==> src/rtl/gpr_pkg.sv <==
package gpr_pkg;
  localparam int GPR_DATA_W = 16;
  localparam int GPR_IDX_W  = 3;
  // Architectural index map
  localparam int GPR_IDX_ZERO = 0;
  localparam int GPR_IDX_RA   = 1;
  localparam int GPR_IDX_SP   = 2;
  localparam int GPR_IDX_S0   = 5;
  localparam int GPR_IDX_S1   = 6;
  localparam int GPR_IDX_S2   = 7;
endpackage

==> src/rtl/gpr_wr_decode.sv <==
module gpr_wr_decode #(
  parameter int IDX_W   = 3,
  parameter int ENTRIES = 1 << IDX_W
) (
  input  logic               wr_en,
  input  logic [IDX_W-1:0]   wr_idx,
  output logic [ENTRIES-1:1] wr_sel
);
  // Entry 0 has no select line, so a write aimed at it reaches no flop.
  for (genvar g = 1; g < ENTRIES; g++) begin : g_sel
    assign wr_sel[g] = wr_en && (wr_idx == IDX_W'(g));
  end
endmodule

==> src/rtl/gpr_storage.sv <==
module gpr_storage #(
  parameter int DATA_W  = 16,
  parameter int ENTRIES = 8
) (
  input  logic                      clk,
  input  logic                      rst_n,
  input  logic [ENTRIES-1:1]        wr_sel,
  input  logic [DATA_W-1:0]         wr_data,
  output logic [ENTRIES*DATA_W-1:0] q_flat
);
  for (genvar g = 0; g < ENTRIES; g++) begin : g_entry
    if (g == 0) begin : g_zero
      assign q_flat[0 +: DATA_W] = '0;
    end else begin : g_reg
      logic [DATA_W-1:0] q_r;
      logic [DATA_W-1:0] q_nxt;

      always_comb begin
        q_nxt = q_r;
        if (wr_sel[g]) q_nxt = wr_data;
      end

      always_ff @(posedge clk or negedge rst_n) begin
        if (!rst_n) q_r <= '0;
        else        q_r <= q_nxt;
      end

      assign q_flat[g*DATA_W +: DATA_W] = q_r;
    end
  end
endmodule

==> src/rtl/gpr_rd_mux.sv <==
module gpr_rd_mux #(
  parameter int DATA_W  = 16,
  parameter int IDX_W   = 3,
  parameter int ENTRIES = 1 << IDX_W
) (
  input  logic [ENTRIES*DATA_W-1:0] q_flat,
  input  logic [IDX_W-1:0]          rd_idx,
  output logic [DATA_W-1:0]         rd_data
);
  always_comb begin
    rd_data = '0;
    for (int i = 0; i < ENTRIES; i++) begin
      if (rd_idx == IDX_W'(i)) rd_data = q_flat[i*DATA_W +: DATA_W];
    end
  end
endmodule

==> src/rtl/gpr_bank.sv <==
module gpr_bank #(
  parameter int DATA_W = gpr_pkg::GPR_DATA_W,
  parameter int IDX_W  = gpr_pkg::GPR_IDX_W,
  parameter int POS_RA = gpr_pkg::GPR_IDX_RA,
  parameter int POS_SP = gpr_pkg::GPR_IDX_SP,
  parameter int POS_S0 = gpr_pkg::GPR_IDX_S0,
  parameter int POS_S1 = gpr_pkg::GPR_IDX_S1,
  parameter int POS_S2 = gpr_pkg::GPR_IDX_S2
) (
  input  logic              clk,
  input  logic              rst_n,
  input  logic              wr_en,
  input  logic [IDX_W-1:0]  wr_idx,
  input  logic [DATA_W-1:0] wr_data,
  input  logic [IDX_W-1:0]  rd_a_idx,
  output logic [DATA_W-1:0] rd_a_data,
  input  logic [IDX_W-1:0]  rd_b_idx,
  output logic [DATA_W-1:0] rd_b_data,
  output logic [DATA_W-1:0] tap_ra,
  output logic [DATA_W-1:0] tap_sp,
  output logic [DATA_W-1:0] tap_s0,
  output logic [DATA_W-1:0] tap_s1,
  output logic [DATA_W-1:0] tap_s2
);
  localparam int ENTRIES = 1 << IDX_W;

  logic [ENTRIES-1:1]        wr_sel;
  logic [ENTRIES*DATA_W-1:0] q_flat;

  gpr_wr_decode #(.IDX_W(IDX_W), .ENTRIES(ENTRIES)) i_dec (
    .wr_en  (wr_en),
    .wr_idx (wr_idx),
    .wr_sel (wr_sel)
  );

  gpr_storage #(.DATA_W(DATA_W), .ENTRIES(ENTRIES)) i_store (
    .clk     (clk),
    .rst_n   (rst_n),
    .wr_sel  (wr_sel),
    .wr_data (wr_data),
    .q_flat  (q_flat)
  );

  gpr_rd_mux #(.DATA_W(DATA_W), .IDX_W(IDX_W), .ENTRIES(ENTRIES)) i_rd_a (
    .q_flat  (q_flat),
    .rd_idx  (rd_a_idx),
    .rd_data (rd_a_data)
  );

  gpr_rd_mux #(.DATA_W(DATA_W), .IDX_W(IDX_W), .ENTRIES(ENTRIES)) i_rd_b (
    .q_flat  (q_flat),
    .rd_idx  (rd_b_idx),
    .rd_data (rd_b_data)
  );

  assign tap_ra = q_flat[POS_RA*DATA_W +: DATA_W];
  assign tap_sp = q_flat[POS_SP*DATA_W +: DATA_W];
  assign tap_s0 = q_flat[POS_S0*DATA_W +: DATA_W];
  assign tap_s1 = q_flat[POS_S1*DATA_W +: DATA_W];
  assign tap_s2 = q_flat[POS_S2*DATA_W +: DATA_W];
endmodule

==> config.mk <==
export PLATFORM = sky130hd
export DESIGN_NAME = gpr_bank
export DESIGN_NICKNAME = d
export VERILOG_FILES = /design/src/rtl/gpr_pkg.sv /design/src/rtl/gpr_wr_decode.sv /design/src/rtl/gpr_storage.sv /design/src/rtl/gpr_rd_mux.sv /design/src/rtl/gpr_bank.sv
export SDC_FILE = /design/constraint.sdc
export NUM_CORES = 1
export LEC_CHECK = 0
export ABC_AREA = 1
export BUFFER_PORTS_ARGS = -buffer_cell sky130_fd_sc_hd__buf_2
export CORE_MARGIN = 1.5
export CORE_UTILIZATION = 35
export DETAILED_ROUTE_END_ITERATION = 12
export PLACE_DENSITY = 0.68
export SYNTH_ARGS = -nofsm -noshare
export SYNTH_HDL_FRONTEND = slang
export SYNTH_SLANG_ARGS = --single-unit
==> constraint.sdc <==
create_clock -name clk -period 0.95 [get_ports clk]
set_input_delay 0.0475 -clock clk [delete_from_list [all_inputs] [get_ports clk]]
set_output_delay 0.0475 -clock clk [all_outputs]
set_load 0.1 [all_outputs]
==> results.yml, run 1 <==
global_routing:
  grt_pass1_vias: 6693
  grt_max_degree: 45
  antenna_found_initial: 2
  grt_first_pass_wirelength_um: 37300
  globalRouteTotalUtil_pct: 23.6
  grt_overflow: 0
timing:
  slew_viol_final: 0
  finalSetupTns_ns: -32.29
  min_period_ns: 1.69
  tightest_slew_ns: 0.348
  whs_ns: 0.0813
  hold_viol: 0
  fin_ws_ns: -0.737
  relSlewSlack_pct: 76.8
  skew_ns: 0
  max_clock_freq_ghz: 0.593
  setup_viol: 112
  finalCritPeriodShare_pct: 178
  rsz0062_at_grt: "true"
layout:
  largest_reg_flops: 112
  top_register: "i_store.g_entry.g_reg.q_r"
  multi_input_area_um2: 3550
  final_nets: 1154
  fin_util_pct: 61.5
  drive_gt1_share_pct: 41.2
  diodes: 0
  area_growth_pct: 71.2
  register_area_um2: 2820
  biggestRegsByFlops: "i_store.g_entry.g_reg.q_r x112"
  fillers: 1457
  stdcell_count: 1365
die:
  start_util_pct: 35.9
  die_y_um: 142
  pin_count: 140
  core-area_um2: 18800
  die-area_um2: 20100
  rows: 50
  dieWidth_um: 142
drt:
  drc: 0
  vias: 7349
  first_iter_violations: 807
  first_pass_iters: 6
  wire_per_inst_um: 17.8
  postRouteAntennaNets: 0
  drt-vias-per-instance: 5.38
  totalWireLength_um: 24300
yosys:
  syn_area_per_cell_um2: 7.19
  synth_fp_nets: 966
  async_flop_share_pct: 100
  synthTopCellsByCount: "nand2_1 (248), o21ai_0 (127), dfrtp_1 (112)"
  syn-cell-area_um2: 6740
  yosys.area.top_type: "dfrtp_1"
  ys_ff_latch: 112
  syn-instance-count: 938
  yosys-top-cells-area: "dfrtp_1 (42%), nand2_1 (14%), o21ai_0 (9.4%)"
  yosys_warnings: 0
  ys_seq_area_share_pct: 41.6
  yosysMostFrequentCell: "nand2_1"
  yosysTopAreaCellShare_pct: 41.6
  synth.distinct_cells: 20
  ys.flop_type: "dfrtp_1"
  synth_edf_count: 0
clock_network:
  cts_max_path_buffers: 2
  cts_made_buffers: 9
  worstSkewPairLatency_ns: 0.35
  cts_sinks: 112
  clkTransAtPathRegs_ns: 0.07
  htreeDepth: 3
  cts_tree: "built"
  clock-root-buffer: "clkbuf_16"
run:
  cap_viol_max_count: 0
critical_path:
  path_buf_inv: 1
  worst_path_max_delay_cell: "dfrtp_1"
  crit_required_ns: 0.90
  crit_type: "reg2out"
  path_cells: "o211ai_1 > nand3_1 > nand3_2 > nand2_8 > buf_12"
  cpLargestDelayFamily: "flip-flops"
  start_kind: "register"
  crit_arrival_ns: 1.64
  cp_max_fo: 3
  slowest_delay_ns: 0.43
  end_kind: "primary output"
placed_design:
  dp_cells: 1313
  dp_hpwl_um: 17400
  io_buffer_count: 139
  globalplace.congestion: 0.953
outcome:
  violations: "negative setup slack"
  status: "finished with violations"
pwr:
  p_total_mw: 26.8
  cellLeakagePower_nw: 5.41
  power.density_nw_per_um2: 2320
  peakVddDrop_v: 0.00111
hold_path:
  hold_class: "in2reg"
==> report_power, final <==
group / internal [mW] / switching [mW] / total (mW)
logic: 6.19 / 9.93 / 16.1
registers: 5.69 / 1.07 / 6.76
clock network: 2.12 / 1.78 / 3.90
total: 14.0 / 12.8 / 26.8
==> routing by layer <==
| metal | wire [um] | GRT usage (%) |
|---|---|---|
| met3 | 2290 | 4.83 |
| met1 | 10600 | 35.4 |
| met4 | 472 | 4.99 |
| met5 | 27 | 0 |
| met2 | 10900 | 34.8 |
==> path summary, 6_finish.rpt <==
| path | from | end | slack, ns | depth (start not counted) |
|---|---|---|---|---|
| max in group asynchronous | rst_n | i_store.g_entry[1].g_reg.q_r[12] | 0.39 | 3 |
| min in group asynchronous | rst_n | i_store.g_entry[4].g_reg.q_r[4] | 0.22 | 3 |
| worst min-delay path | wr_data[0] | i_store.g_entry[7].g_reg.q_r[0] | 0.08 | 3 |
| worst min register to register | i_store.g_entry[3].g_reg.q_r[8] | i_store.g_entry[3].g_reg.q_r[8] | 0.52 | 2 |
| worst max-delay path | i_store.g_entry[1].g_reg.q_r[12] | rd_a_data[12] | -0.74 | 5 |
| worst max register to register | i_store.g_entry[5].g_reg.q_r[12] | i_store.g_entry[5].g_reg.q_r[12] | 0.02 | 3 |
==> final cells by class <==
cell class	count	area share (%)
well taps	234	2.54
flip-flops and latches	112	24.4
repair buffers	317	37.1
inverters	69	2.59
clock inverters	5	0.488
clock buffers	11	2.10
multi-input cells	617	30.8
==> worst reg2reg max path: stages, from the launching register on <==
cell and delay, ns:
dfrtp_1 0.42, buf_6 0.15, nand2_1 0.09, o21ai_0 0.13
==> cell families (layout without fill, tap and decap cells) <==
| kind of cell | after synthesis | count (layout) | synth area share, % |
|---|---|---|---|
| AOI/OAI and AO/OA | 179 | 179 | 13.6 |
| buffers and inverters | 209 | 402 | 16.6 |
| and+or+nand+nor | 438 | 438 | 28.2 |
| DFF | 112 | 112 | 41.6 |
==> timing repair <==
| action | 4_1_cts | 5_1_grt |
|---|---|---|
| hold buffers | 1 | 0 |
| pin swaps | 84 | 41 |
| setup buffers | 28 | 47 |
| cloned | 0 | 0 |
| setup endpoints to repair | 112 | 112 |
| gates resized for setup | 109 | 73 |
| endpoints found under the hold margin | 112 | 0 |
==> per-stage QoR <==
| stage | cell area (um2) | setup slack, ns |
|---|---|---|
| after CTS | 11200 | -0.651 |
| after global placement | 10500 | -0.427 |
| after floorplan | 7490 | -0.611 |
| after global routing | 11500 | -0.765 |
| after detailed placement | 10500 | -0.452 |
| final | 11500 | -0.737 |
==> cell usage in the layout, fill, tap and decap left out, types with 2 or more instances in the layout <==
| master | n |
|---|---|
| nand2_1 | 206 |
| buf_12 | 131 |
| dfrtp_1 | 100 |
| o21ai_0 | 98 |
| buf_6 | 86 |
| buf_4 | 73 |
| nor2_1 | 63 |
| nand4_1 | 62 |
| inv_1 | 58 |
| a21oi_1 | 34 |
| nand2_2 | 27 |
| buf_2 | 25 |
| nand3_1 | 18 |
| nand3_4 | 18 |
| o21ai_1 | 16 |
| nand3_2 | 13 |
| dfrtp_2 | 12 |
| o21ai_2 | 11 |
| nand2_8 | 11 |
| a21oi_2 | 10 |
| clkbuf_16 | 9 |
| o211ai_1 | 7 |
| nand2_4 | 6 |
| nor2_2 | 6 |
| inv_2 | 5 |
| nor3_4 | 4 |
| nor2_4 | 3 |
| inv_8 | 2 |
| inv_6 | 2 |
| o21ai_4 | 2 |
| clkinv_2 | 2 |
Power figures use the tool's default switching activity.
==> inputs of run 2 (changes only) <==
- CORE_UTILIZATION: 35 -> 40
- CTS_CLUSTER_DIAMETER: default -> 120
- PLACE_DENSITY: 0.68 -> 0.75
==> results.yml, run 2 (synthesized netlist as in run 1, its figures left out) <==
drt:
  postRouteAntennaNets: 0
  first_pass_iters: 6
  wire_per_inst_um: 19.9
  totalWireLength_um: 26700
  vias: 7746
  first_iter_violations: 1221
  drc: 0
  drt-vias-per-instance: 5.77
die:
  dieWidth_um: 133
  pin_count: 140
  core-area_um2: 16500
  start_util_pct: 40.8
  die_y_um: 133
  rows: 47
  die-area_um2: 17600
pwr:
  switching_share_pct: 47.6
  pwr-share-comb_pct: 59.6
  switchingPower_mw: 13.1
  p_total_mw: 27.4
  peakVddDrop_v: 0.00111
  cellLeakagePower_nw: 5.42
  p_int_mw: 14.4
  pwr-share-seq_pct: 24.8
  clockPowerShare_pct: 15.7
  power.density_nw_per_um2: 2370
timing:
  skew_ns: 0
  rsz0062_at_grt: "true"
  tightest_slew_ns: 0.373
  relSlewSlack_pct: 75.1
  max_clock_freq_ghz: 0.596
  min_period_ns: 1.68
  finalCritPeriodShare_pct: 177
  fin_ws_ns: -0.729
  slew_viol_final: 0
  hold_viol: 0
  setup_viol: 119
  finalSetupTns_ns: -33.55
layout:
  fillers: 1032
  biggestRegsByFlops: "i_store.g_entry.g_reg.q_r x112"
  multi_input_area_um2: 3590
  drive_gt1_share_pct: 42.7
  largest_reg_flops: 112
  register_area_um2: 2830
  final_nets: 1146
  final_common_cell: "nand2_1"
  fin_util_pct: 70.2
  area_growth_pct: 72.1
  final_cell_mix: "nand2_1 (199), buf_12 (135), dfrtp_1 (94)"
  top_register: "i_store.g_entry.g_reg.q_r"
  diodes: 0
critical_path:
  cp_max_fo: 3
  r2r-start: "i_store.g_entry[6].g_reg.q_r[13]"
  slowest_delay_ns: 0.44
  path_cells: "o211ai_1 > nand3_1 > nand3_2 > nand2_8 > buf_12"
  end_kind: "primary output"
  worst_path_max_delay_cell: "dfrtp_1"
  r2r_slack_ns: -0.06
  path_buf_inv: 1
  r2r_end: "i_store.g_entry[6].g_reg.q_r[13]"
  crit_required_ns: 0.90
  crit_arrival_ns: 1.63
  r2r_cells: 5
  start_kind: "register"
  crit_type: "reg2out"
  cpLargestDelayFamily: "flip-flops"
clock_network:
  cts_sinks: 112
  clock-root-buffer: "clkbuf_16"
  cts_made_buffers: 9
  cts_max_path_buffers: 2
  htreeDepth: 3
  clkTransAtPathRegs_ns: 0.07
  worstSkewPairLatency_ns: 0.35
  cts_tree: "built"
hold_path:
  hold_class: "in2reg"
  worst_hold_path.endpoint: "i_store.g_entry[5].g_reg.q_r[0]"
  hold_start: "wr_data[0]"
  hold_depth: 3
global_routing:
  antenna_found_initial: 1
  grt_overflow: 0
  grt_max_degree: 44
  globalRouteTotalUtil_pct: 28.2
  grt_pass1_vias: 7211
  grt_first_pass_wirelength_um: 39200
placed_design:
  dp_hpwl_um: 17200
  io_buffer_count: 139
  globalplace.congestion: 0.930
  post-place-ws_ns: -0.413
run:
  cap_viol_max_count: 0
outcome:
  violations: "negative setup slack"
  status: "finished with violations"
## run 2: changes by cell type in the layout (fill, tap and decap cells not counted), sizes merged
| cell | delta |
|---|---|
| bufinv | +1 |
| buf | -7 |
| clkbuf | -1 |
| clkinvlp | -1 |
## run 2: how the worst max path moves through the flow
stage / from / end / slack [ns] / cells after the start
after floorplan: i_store.g_entry[1].g_reg.q_r[6] / rd_a_data[6] / -0.61 / 4
after global placement: rd_b_idx[1] / rd_b_data[0] / -0.38 / 8
after detailed placement: rd_b_idx[2] / rd_b_data[14] / -0.41 / 9
after CTS: i_store.g_entry[1].g_reg.q_r[12] / rd_a_data[12] / -0.69 / 5
after global routing: i_store.g_entry[1].g_reg.q_r[12] / rd_a_data[12] / -0.77 / 5
final: i_store.g_entry[1].g_reg.q_r[1] / rd_a_data[1] / -0.73 / 5
## run 2: area by class of cell
cell class | count | area share [%]
sequential | 112 | 24.4
clock buffer | 11 | 2.18
multi-input combinational | 617 | 30.9
clock inverter | 5 | 0.679
timing repair buffer | 309 | 36.9
inverter | 69 | 2.58
tap | 220 | 2.37
## run 2: power groups by stage
stage	clock (mW)	combinational [mW]	sequential, mW
finish	4.31	16.3	6.79
global route	4.51	16.9	6.86
CTS	4.28	15.7	6.67
detailed placement	0	15.0	6.65
global placement	0	14.8	6.61
floorplan	0	9.88	6.42
## run 2: repair_timing
item,CTS,global route
hold buffers,1,0
gates resized for setup,124,90
pin swaps,77,48
setup buffers,36,47
hold endpoints to repair,112,0
setup endpoints to repair,112,116
gates cloned,0,0
## run 2: layer usage
| metal | wire (um) | vias up | track usage, % |
|---|---|---|---|
| met5 | 10 | - | 0 |
| met4 | 960 | 2 | 9.22 |
| met3 | 2940 | 106 | 6.67 |
| met2 | 12200 | 603 | 43.8 |
| met1 | 10600 | 3661 | 38.7 |
| li1 | - | 3374 | - |
## run 2: through the flow
stage                     cells  instance area [um2]  hold WS, ns
after floorplan             938                 7490       -0.248
after global placement     1289                10400      -0.0627
after detailed placement   1289                10400      -0.0575
after CTS                  1321                11300       0.0782
after global routing       1343                11600       0.0902
final                      1343                11600       0.0876
## run 2: worst reg2reg max path, cell delays in order (launching register included)
cell	delay (ns)
dfrtp_1	0.40
buf_6	0.13
buf_6	0.11
buf_6	0.10
nand2_1	0.06
o21ai_1	0.08
